**src/rtl/bootMapPkg.sv**
```systemverilog
package bootMapPkg;

  // Per-cycle qualifiers from the control side to the datapath
  typedef struct packed {
    logic memRd;    // memory read cycle
    logic memWr;    // memory write cycle
    logic cfgLoad;  // control-port write, load mapping this edge
  } mapStrobe_t;

  // Region a memory cycle lands in
  typedef enum logic [2:0] {
    TGT_NONE,
    TGT_BOOT_LO,
    TGT_BOOT_HI,
    TGT_PAGED,
    TGT_RAM
  } mapTarget_e;

endpackage

```
**src/rtl/bootMapCtrl.sv**
```systemverilog
module bootMapCtrl
  import bootMapPkg::*;
#(
  parameter int ADDR_W    = 16,
  parameter int PORT_W    = 8,
  parameter int PORT_LAST = 32
) (
  input  logic              mreqN,
  input  logic              iorqN,
  input  logic              rdN,
  input  logic              wrN,
  input  logic [ADDR_W-1:0] addr,
  output mapStrobe_t        strobe
);

  logic [PORT_W-1:0] portNum;
  logic              portHit;
  logic              unusedAddrHi;

  assign portNum      = addr[PORT_W-1:0];
  assign portHit      = (int'(portNum) <= PORT_LAST);
  assign unusedAddrHi = ^addr[ADDR_W-1:PORT_W];

  always_comb begin
    strobe         = '0;
    // exactly one of RD/WR must be low for a valid memory cycle
    strobe.memRd   = !mreqN && !rdN && wrN;
    strobe.memWr   = !mreqN && !wrN && rdN;
    strobe.cfgLoad = !iorqN && mreqN && !wrN && portHit;
  end

endmodule

```
**src/rtl/bootMapDatapath.sv**
```systemverilog
module bootMapDatapath
  import bootMapPkg::*;
#(
  parameter int ADDR_W    = 16,
  parameter int DATA_W    = 8,
  parameter int FLASH_AW  = 18,
  parameter int PAGE_AW   = 12,
  parameter int WIN_AW    = 14,
  parameter int RAM_BANKS = 3,
  parameter int OVL_BIT   = 6,
  parameter int HI_BOOT   = 14
) (
  input  logic                            clk,
  input  logic                            rstN,
  input  mapStrobe_t                      strobe,
  input  logic [ADDR_W-1:0]               addr,
  input  logic [DATA_W-1:0]               dataIn,
  output logic                            romSelN,
  output logic [RAM_BANKS-1:0]            ramSelN,
  output logic                            ramWeN,
  output logic [FLASH_AW-PAGE_AW-1:0]     flashHi
);

  localparam int SEG_W   = FLASH_AW - WIN_AW;
  localparam int HI_W    = FLASH_AW - PAGE_AW;
  localparam int PG_W    = ADDR_W - PAGE_AW;
  localparam int BANK_W  = ADDR_W - WIN_AW;
  localparam int WIN_IDX = (1 << BANK_W) - 1;

  logic              overlayOn;
  logic [SEG_W-1:0]  segReg;
  logic [PG_W-1:0]   pageIdx;
  logic [BANK_W-1:0] bankIdx;
  logic              anyCycle;
  mapTarget_e        target;
  logic              unusedData;

  assign pageIdx    = addr[ADDR_W-1:PAGE_AW];
  assign bankIdx    = addr[ADDR_W-1:WIN_AW];
  assign anyCycle   = strobe.memRd || strobe.memWr;
  assign unusedData = ^dataIn;

  // Mapping state, synchronous reset
  always_ff @(posedge clk) begin
    if (!rstN) begin
      overlayOn <= 1'b1;
      segReg    <= '1;
    end else if (strobe.cfgLoad) begin
      overlayOn <= !dataIn[OVL_BIT];
      segReg    <= dataIn[SEG_W-1:0];
    end
  end

  // Region decode, overlay first
  always_comb begin
    target = TGT_NONE;
    if (anyCycle) begin
      if (overlayOn && pageIdx == '0)
        target = TGT_BOOT_LO;
      else if (overlayOn && pageIdx == PG_W'(HI_BOOT))
        target = TGT_BOOT_HI;
      else if (bankIdx == BANK_W'(WIN_IDX))
        target = TGT_PAGED;
      else if (int'(bankIdx) < RAM_BANKS)
        target = TGT_RAM;
    end
  end

  always_comb begin
    romSelN = !(strobe.memRd &&
                (target == TGT_BOOT_LO || target == TGT_BOOT_HI ||
                 target == TGT_PAGED));
    if (target == TGT_PAGED)
      flashHi = {segReg, addr[WIN_AW-1:PAGE_AW]};
    else
      flashHi = '1;
    ramWeN = !(target == TGT_RAM && strobe.memWr);
  end

  for (genvar b = 0; b < RAM_BANKS; b++) begin : g_bank
    assign ramSelN[b] = !(target == TGT_RAM && bankIdx == BANK_W'(b));
  end

  // Checks next to the decode they guard
  p_one_sel_r8: assert property (@(posedge clk) disable iff (!rstN)
    $countones({~romSelN, ~ramSelN}) <= 1);

  p_sel_needs_cycle_r8: assert property (@(posedge clk) disable iff (!rstN)
    (!romSelN || ramSelN != '1) |-> anyCycle);

  p_rom_read_only_r7: assert property (@(posedge clk) disable iff (!rstN)
    !romSelN |-> strobe.memRd);

  p_we_only_ram_r7: assert property (@(posedge clk) disable iff (!rstN)
    !ramWeN |-> (strobe.memWr && ramSelN != '1));

  p_cfg_update_r4: assert property (@(posedge clk) disable iff (!rstN)
    strobe.cfgLoad |=> (overlayOn == !$past(dataIn[OVL_BIT])));

  p_seg_hold_r5: assert property (@(posedge clk) disable iff (!rstN)
    !strobe.cfgLoad |=> $stable(segReg));

  p_reset_defaults_r9: assert property (@(posedge clk)
    !rstN |=> (overlayOn && segReg == '1));

  p_boot_hi_wins_r3: assert property (@(posedge clk) disable iff (!rstN)
    (overlayOn && strobe.memRd && pageIdx == PG_W'(HI_BOOT)) |->
      (!romSelN && flashHi == HI_W'('1)));

endmodule

```
**src/rtl/bootOverlayMapper.sv**
```systemverilog
module bootOverlayMapper
  import bootMapPkg::*;
#(
  parameter int ADDR_W    = 16,
  parameter int DATA_W    = 8,
  parameter int FLASH_AW  = 18,
  parameter int RAM_BANKS = 3
) (
  input  logic                        clk,
  input  logic                        rstN,
  input  logic                        mreqN,
  input  logic                        iorqN,
  input  logic                        rdN,
  input  logic                        wrN,
  input  logic [ADDR_W-1:0]           addr,
  input  logic [DATA_W-1:0]           dataIn,
  output logic                        romSelN,
  output logic [RAM_BANKS-1:0]        ramSelN,
  output logic                        ramWeN,
  output logic [FLASH_AW-12-1:0]      flashHi
);

  mapStrobe_t strobe;

  bootMapCtrl #(
    .ADDR_W    (ADDR_W),
    .PORT_W    (8),
    .PORT_LAST (32)
  ) u_ctrl (
    .mreqN  (mreqN),
    .iorqN  (iorqN),
    .rdN    (rdN),
    .wrN    (wrN),
    .addr   (addr),
    .strobe (strobe)
  );

  bootMapDatapath #(
    .ADDR_W    (ADDR_W),
    .DATA_W    (DATA_W),
    .FLASH_AW  (FLASH_AW),
    .PAGE_AW   (12),
    .WIN_AW    (14),
    .RAM_BANKS (RAM_BANKS),
    .OVL_BIT   (6),
    .HI_BOOT   (14)
  ) u_dp (
    .clk     (clk),
    .rstN    (rstN),
    .strobe  (strobe),
    .addr    (addr),
    .dataIn  (dataIn),
    .romSelN (romSelN),
    .ramSelN (ramSelN),
    .ramWeN  (ramWeN),
    .flashHi (flashHi)
  );

endmodule

```
**config.mk**
```make
export PLATFORM = sky130hd
export DESIGN_NAME = bootOverlayMapper
export DESIGN_NICKNAME = d
export VERILOG_FILES = /design/src/rtl/bootMapPkg.sv /design/src/rtl/bootMapCtrl.sv /design/src/rtl/bootMapDatapath.sv /design/src/rtl/bootOverlayMapper.sv
export SDC_FILE = /design/constraint.sdc
export NUM_CORES = 1
export LEC_CHECK = 0
export CAP_MARGIN = 20
export CORE_MARGIN = 2
export CORE_UTILIZATION = 29
export CTS_CLUSTER_DIAMETER = 40
export DETAILED_ROUTE_END_ITERATION = 6
export HOLD_SLACK_MARGIN = 0.15
export PLACE_DENSITY_LB_ADDON = 0.1
export REMOVE_ABC_BUFFERS = 1
export SYNTH_ARGS = -nofsm -noshare
export SYNTH_HDL_FRONTEND = slang
export SYNTH_SLANG_ARGS = --single-unit
```
**constraint.sdc**
```tcl
create_clock -name clk -period 2.95 [get_ports clk]
set_input_delay 0.59 -clock clk [delete_from_list [all_inputs] [get_ports clk]]
set_output_delay 0.59 -clock clk [all_outputs]
set_load 0.02 [all_outputs]
```
Yosys cells after proc, flatten, opt, wreduce, memory -nomap -nowiden
Index checks and enable logic that the tools add are counted.
{ "word_totals": {"register_bits": 5, "input_bits": 30, "out_inout_bits": 11, "elab_cells": 47} }
{ "op_classes": {"n_lt_le_gt_ge": 2, "eq_ne": 8, "n_mux": 6, "reduce_logical": 29} }
{ "op_table": {"columns": ["cell", "n"], "rows": [
  ["$mux W3", 5],
  ["$logic_and A1 B1 Y1", 14],
  ["$logic_not A1 Y1", 10],
  ["$le A8 B6 Y1 const B", 1],
  ["$eq A3 B2 Y1 const B", 2],
  ["$mux W6", 1],
  ["$eq A2 B2 Y1 const B", 2],
  ["$eq A4 B4 Y1 const B", 1],
  ["$logic_not A4 Y1", 1],
  ["$eq A3 B1 Y1 const B", 1],
  ["$eq A3 B3 Y1 const B", 1],
  ["$logic_or A1 B1 Y1", 3],
  ["$eq A2 B1 Y1 const B", 1],
  ["$logic_not A2 Y1", 1],
  ["$lt A2 B2 Y1 const B", 1]
]} }

Longest topological paths before layout
{ "logic_depth": {"depth_word": 11, "depth_mapped": 4, "mapped_depth_nobuf": 4} }

By module
Synthesis repeated with hierarchy kept, for this count alone.
{ "hier_totals": {"cells_unflattened": 44, "area_unflattened_um2": 359.1} }
{ "modules_own_cells": {"columns": ["mod", "instances", "cells_per_inst", "area_per_inst_um2", "seq_area_each_um2"], "rows": [
  ["bootMapDatapath", 1, 36, 309.0, 100.1],
  ["bootMapCtrl", 1, 8, 50.0, 0.0]
]} }

Worst setup path before layout
No wires, ideal clock.
{ "synth_timing": {"path_kind": "input to output", "start": "input port rdN", "end": "output port ramSelN[0]", "arrival_ns": 1.524, "t_required_ns": 2.360, "slack_ns": 0.836, "path_stages": 3, "cell_sequence": "xnor2_1 nor2_1 or4b_2"} }
{ "synth_between": {"elab_chain_len": 8, "elab_cells_between_ends": 9, "cone_classes": "eq/ne: 1; mux: 1; reduce/logical: 7"} }
{ "synth_lines": {"columns": ["element", "line_no", "text"], "rows": [
  ["start: declaration", "bootOverlayMapper.sv:13", "input logic rdN,"],
  ["$logic_not A1 Y1", "bootMapCtrl.sv:27", "strobe.memRd = !mreqN && !rdN && wrN;"],
  ["$logic_and A1 B1 Y1 (2 in series)", "bootMapCtrl.sv:27", null],
  ["$logic_or A1 B1 Y1 *", "bootMapDatapath.sv:40", "assign anyCycle = strobe.memRd || strobe.memWr;"],
  ["$mux W3 *", "bootMapDatapath.sv:57", "if (anyCycle) begin"],
  ["$eq A3 B3 Y1 *", "bootMapDatapath.sv:81", "assign ramSelN[b] = !(target == TGT_RAM && bankIdx == BANK_W'(b));"],
  ["$logic_and A1 B1 Y1 *", "bootMapDatapath.sv:81", null],
  ["$logic_not A1 Y1 *", "bootMapDatapath.sv:81", null],
  ["end: declaration", "bootOverlayMapper.sv:18", "output logic [RAM_BANKS-1:0] ramSelN,"]
]} }
Every way passes the cells marked *; elsewhere a longest branch is shown, timed or not.

Worst setup path in the final report
{ "layout_timing": {"start": "input port addr[15]", "end": "output port ramWeN"} }
{ "layout_between": {"elab_chain_len": 9, "elab_cells_between_ends": 14, "cone_classes": "order compare: 1; eq/ne: 3; mux: 5; reduce/logical: 5"} }
{ "layout_lines": {"columns": ["element", "line_no", "text"], "rows": [
  ["start: declaration", "bootOverlayMapper.sv:15", "input logic [ADDR_W-1:0] addr,"],
  ["$lt A2 B2 Y1", "bootMapDatapath.sv:64", "else if (int'(bankIdx) < RAM_BANKS)"],
  ["$mux W3", "bootMapDatapath.sv:64", null],
  ["$mux W3", "bootMapDatapath.sv:62", "else if (bankIdx == BANK_W'(WIN_IDX))"],
  ["$mux W3", "bootMapDatapath.sv:60", "else if (overlayOn && pageIdx == PG_W'(HI_BOOT))"],
  ["$mux W3 *", "bootMapDatapath.sv:58", "if (overlayOn && pageIdx == '0)"],
  ["$mux W3 *", "bootMapDatapath.sv:57", null],
  ["$eq A3 B3 Y1 *", "bootMapDatapath.sv:77", "ramWeN = !(target == TGT_RAM && strobe.memWr);"],
  ["$logic_and A1 B1 Y1 *", "bootMapDatapath.sv:77", null],
  ["$logic_not A1 Y1 *", "bootMapDatapath.sv:77", null],
  ["end: declaration", "bootOverlayMapper.sv:19", "output logic ramWeN,"]
]} }
Marked as above.

==> flow_metrics.py <==
metrics = {
    "setup_path": {
        "path_class": "input pin to output pin",
        "crit_path_frequent_cell": "nand2_1",
        "worstReg2RegEnd": "u_dp.overlayOn",
        "setup.worst_path.start_class": "input pin",
        "cp-end-kind": "output pin",
        "timing.rr.start": "u_dp.overlayOn",
        "critPathMaxStageDelay_ps": 630,
        "cp_cell_sequence": "clkdlybuf4s50_1 > nor3_1 > nand2_1 > nand2_1 > or4b_2 > clkdlybuf4s15_1",
        "cp_max_fo": 5,
        "crit_arrival_ps": 2270,
        "required_ps": 2360,
        "rrSetupSlack_ps": 2120,
        "slowest_stage": "or4b_2",
        "r2r.worst_path.cells": 2,
    },
    "die": {
        "start_util_pct": 30.67,
        "die_h_um": 40.87,
        "rows": 13,
        "die_area_sq_um": 1670,
        "io-pin-count": 41,
        "die_w_um": 40.87,
        "coreArea_sq_um": 1285,
    },
    "min_path": {
        "holdPathEnd": "u_dp.segReg[1]",
        "hp-start": "u_dp.segReg[1]",
        "worstHoldPathCells": 2,
        "min_path_type": "flip-flop to flip-flop",
    },
    "timing": {
        "slew_violations": 0,
        "timing_worst_slew_pin_value_ps": 539.2,
        "period_needed_ps": 2863,
        "fin_worst_skew_ps": 0,
        "max_freq_ghz": 0.3493,
        "relSlewSlack_pct": 64.06,
        "post-route-period-util_pct": 97.04,
        "setup_violations": 0,
        "tns_ps": 0,
        "hold_viol_final": 0,
        "rsz0062_at_grt": "no",
    },
    "cts": {
        "hold_buffers": 0,
        "clock_sinks": 5,
        "cts_tree": "built",
        "cts_buffer_depth": 2,
        "htreeDepth": 1,
        "path_clk_slew_ps": 50,
        "cts_made_buffers": 3,
        "cts-root-buf": "clkbuf_4",
        "clk_latency_ps": 240,
    },
    "pwr": {
        "power.density_nw_per_um2": 258.3,
        "p_leak_uw": 0.0003004,
        "peakVddDrop_v": 0.0002298,
    },
    "finish": {
        "area_growth_pct": 114.0,
        "antenna_cells": 0,
        "drive_gt1_share_pct": 17.02,
        "fillers": 132,
        "final_nets": 125,
        "fin_area_sq_um": 843.3,
    },
    "run": {
        "drv_cap": 0,
    },
    "global_route": {
        "grt_usage_pct": 14.16,
        "grt_max_degree": 11,
        "overflow": 0,
        "grt_pass1_vias": 415,
        "antenna_found_initial": 0,
        "grt_pass1_wl_um": 1531,
    },
    "yosys": {
        "ys_seq_elements": 5,
        "synthCells": 48,
        "syn_area_per_cell_sq_um": 8.211,
        "synth_area_sq_um": 394.1,
        "yosys.cell_types.count": 15,
        "ys_warn_count": 0,
        "seq_area_frac_synth_pct": 25.40,
    },
    "route": {
        "drc": 0,
        "first_iter_violations": 3,
        "antenna_left": 0,
        "via_count": 488,
        "vias_per_cell": 4.477,
        "drtPass1Iterations": 4,
        "wl_per_cell_um": 9.541,
        "wl_um": 1040,
    },
    "placed_design": {
        "hpwl_um": 864.4,
        "gp_congestion": 0.5935,
        "placed_area_sq_um": 810.8,
        "io_buffers": 33,
    },
    "outcome": {
        "status": "complete, no violations",
    },
}
## report_power, final
part	switching [uW]	internal [uW]
Sequential	0.232	68.3
Combinational	22.2	45.1
Clock	30.7	51.3
Total	53.1	165
## routing by layer
layer | part of all wire [%] | GRT usage [%]
met2 | 45 | 23.83
met5 | 0 | 0
met1 | 41 | 16.01
met4 | 1.5 | 10.00
met3 | 13 | 2.174
## synth_stat cells (all sizes together)
library cell,n,area (sq um)
xnor2,1,8.760
nand3b,2,15.01
nor2,4,15.01
nor2b,9,56.30
dfxtp,5,100.1
nand2,7,26.28
nand3,1,5.000
a21oi,1,5.000
a21boi,1,7.510
mux2i,4,40.04
nand2b,6,37.54
mux2,1,15.01
or4b,2,20.02
a2111oi,1,27.53
nor3,3,15.01
## metrics by stage
step | instances | hold slack (ps) | setup WS (ps) | util (%) | total power, uW
after global placement | 105 | 482.2 | -156.8 | 63.10 | 137.0
after floorplan | 48 | 470.9 | 836.1 | - | 87.82
after global routing | 109 | 546.7 | 0.5469 | 65.63 | 230.9
after detailed placement | 105 | 492.4 | -172.7 | 63.10 | 138.0
after CTS | 109 | 505.2 | 2.021 | 64.85 | 223.5
final | 109 | 497.9 | 87.47 | 65.63 | 217.8
## cells by family (layout without fill, tap and decap cells)
family,Yosys count,count (layout),synth area share (%)
DFF,5,5,25.40
buffers and inverters,0,46,0
and+or+nand+nor,34,34,48.25
xor gates and xnor gates,1,1,2.223
muxes,5,5,13.97
AOI/OAI and AO/OA,3,3,10.16
## critical path, delay by kind of cell
kind,cells,cell delay (ps)
buf+inv,2,840
simple gates,4,840
## sequential cells by signal, summed over array words and instances, names as in the netlist
signal and cells:
u_dp.overlayOn 1, u_dp.segReg 4
## layout make-up
type / instances / area [sq um] / share of cell area (%)
Timing Repair Buffer: 42 / 404.1 / 47.92
Multi-Input combinational cell: 43 / 294.0 / 34.87
Sequential cell: 5 / 100.1 / 11.87
Clock buffer: 4 / 26.28 / 3.116
Tap cell: 15 / 18.77 / 2.226
## placed cells by master, fill, tap and decap left out, types with 4 or more instances in the layout
cell type,synthesis,routed
clkdlybuf4s50_1,0,27
nor2b_1,9,9
buf_4,0,9
nand2_1,7,7
nand2b_1,6,6
dfxtp_1,5,5
nor2_1,4,4
mux2i_1,4,4
## how the worst max path moves through the flow
stage,start,to
finish,addr[15],ramWeN
global route,addr[15],ramWeN
CTS,wrN,flashHi[2]
detailed placement,addr[15],ramWeN
global placement,addr[15],ramWeN
floorplan,rdN,ramSelN[0]
## timing repair
action                                  in CTS  in global routing
endpoints found under the setup margin       3                  5
pin swaps                                    0                  0
resized for setup                            3                  5
buffers inserted                             0                  0
(Power assumes the default switching activity.)
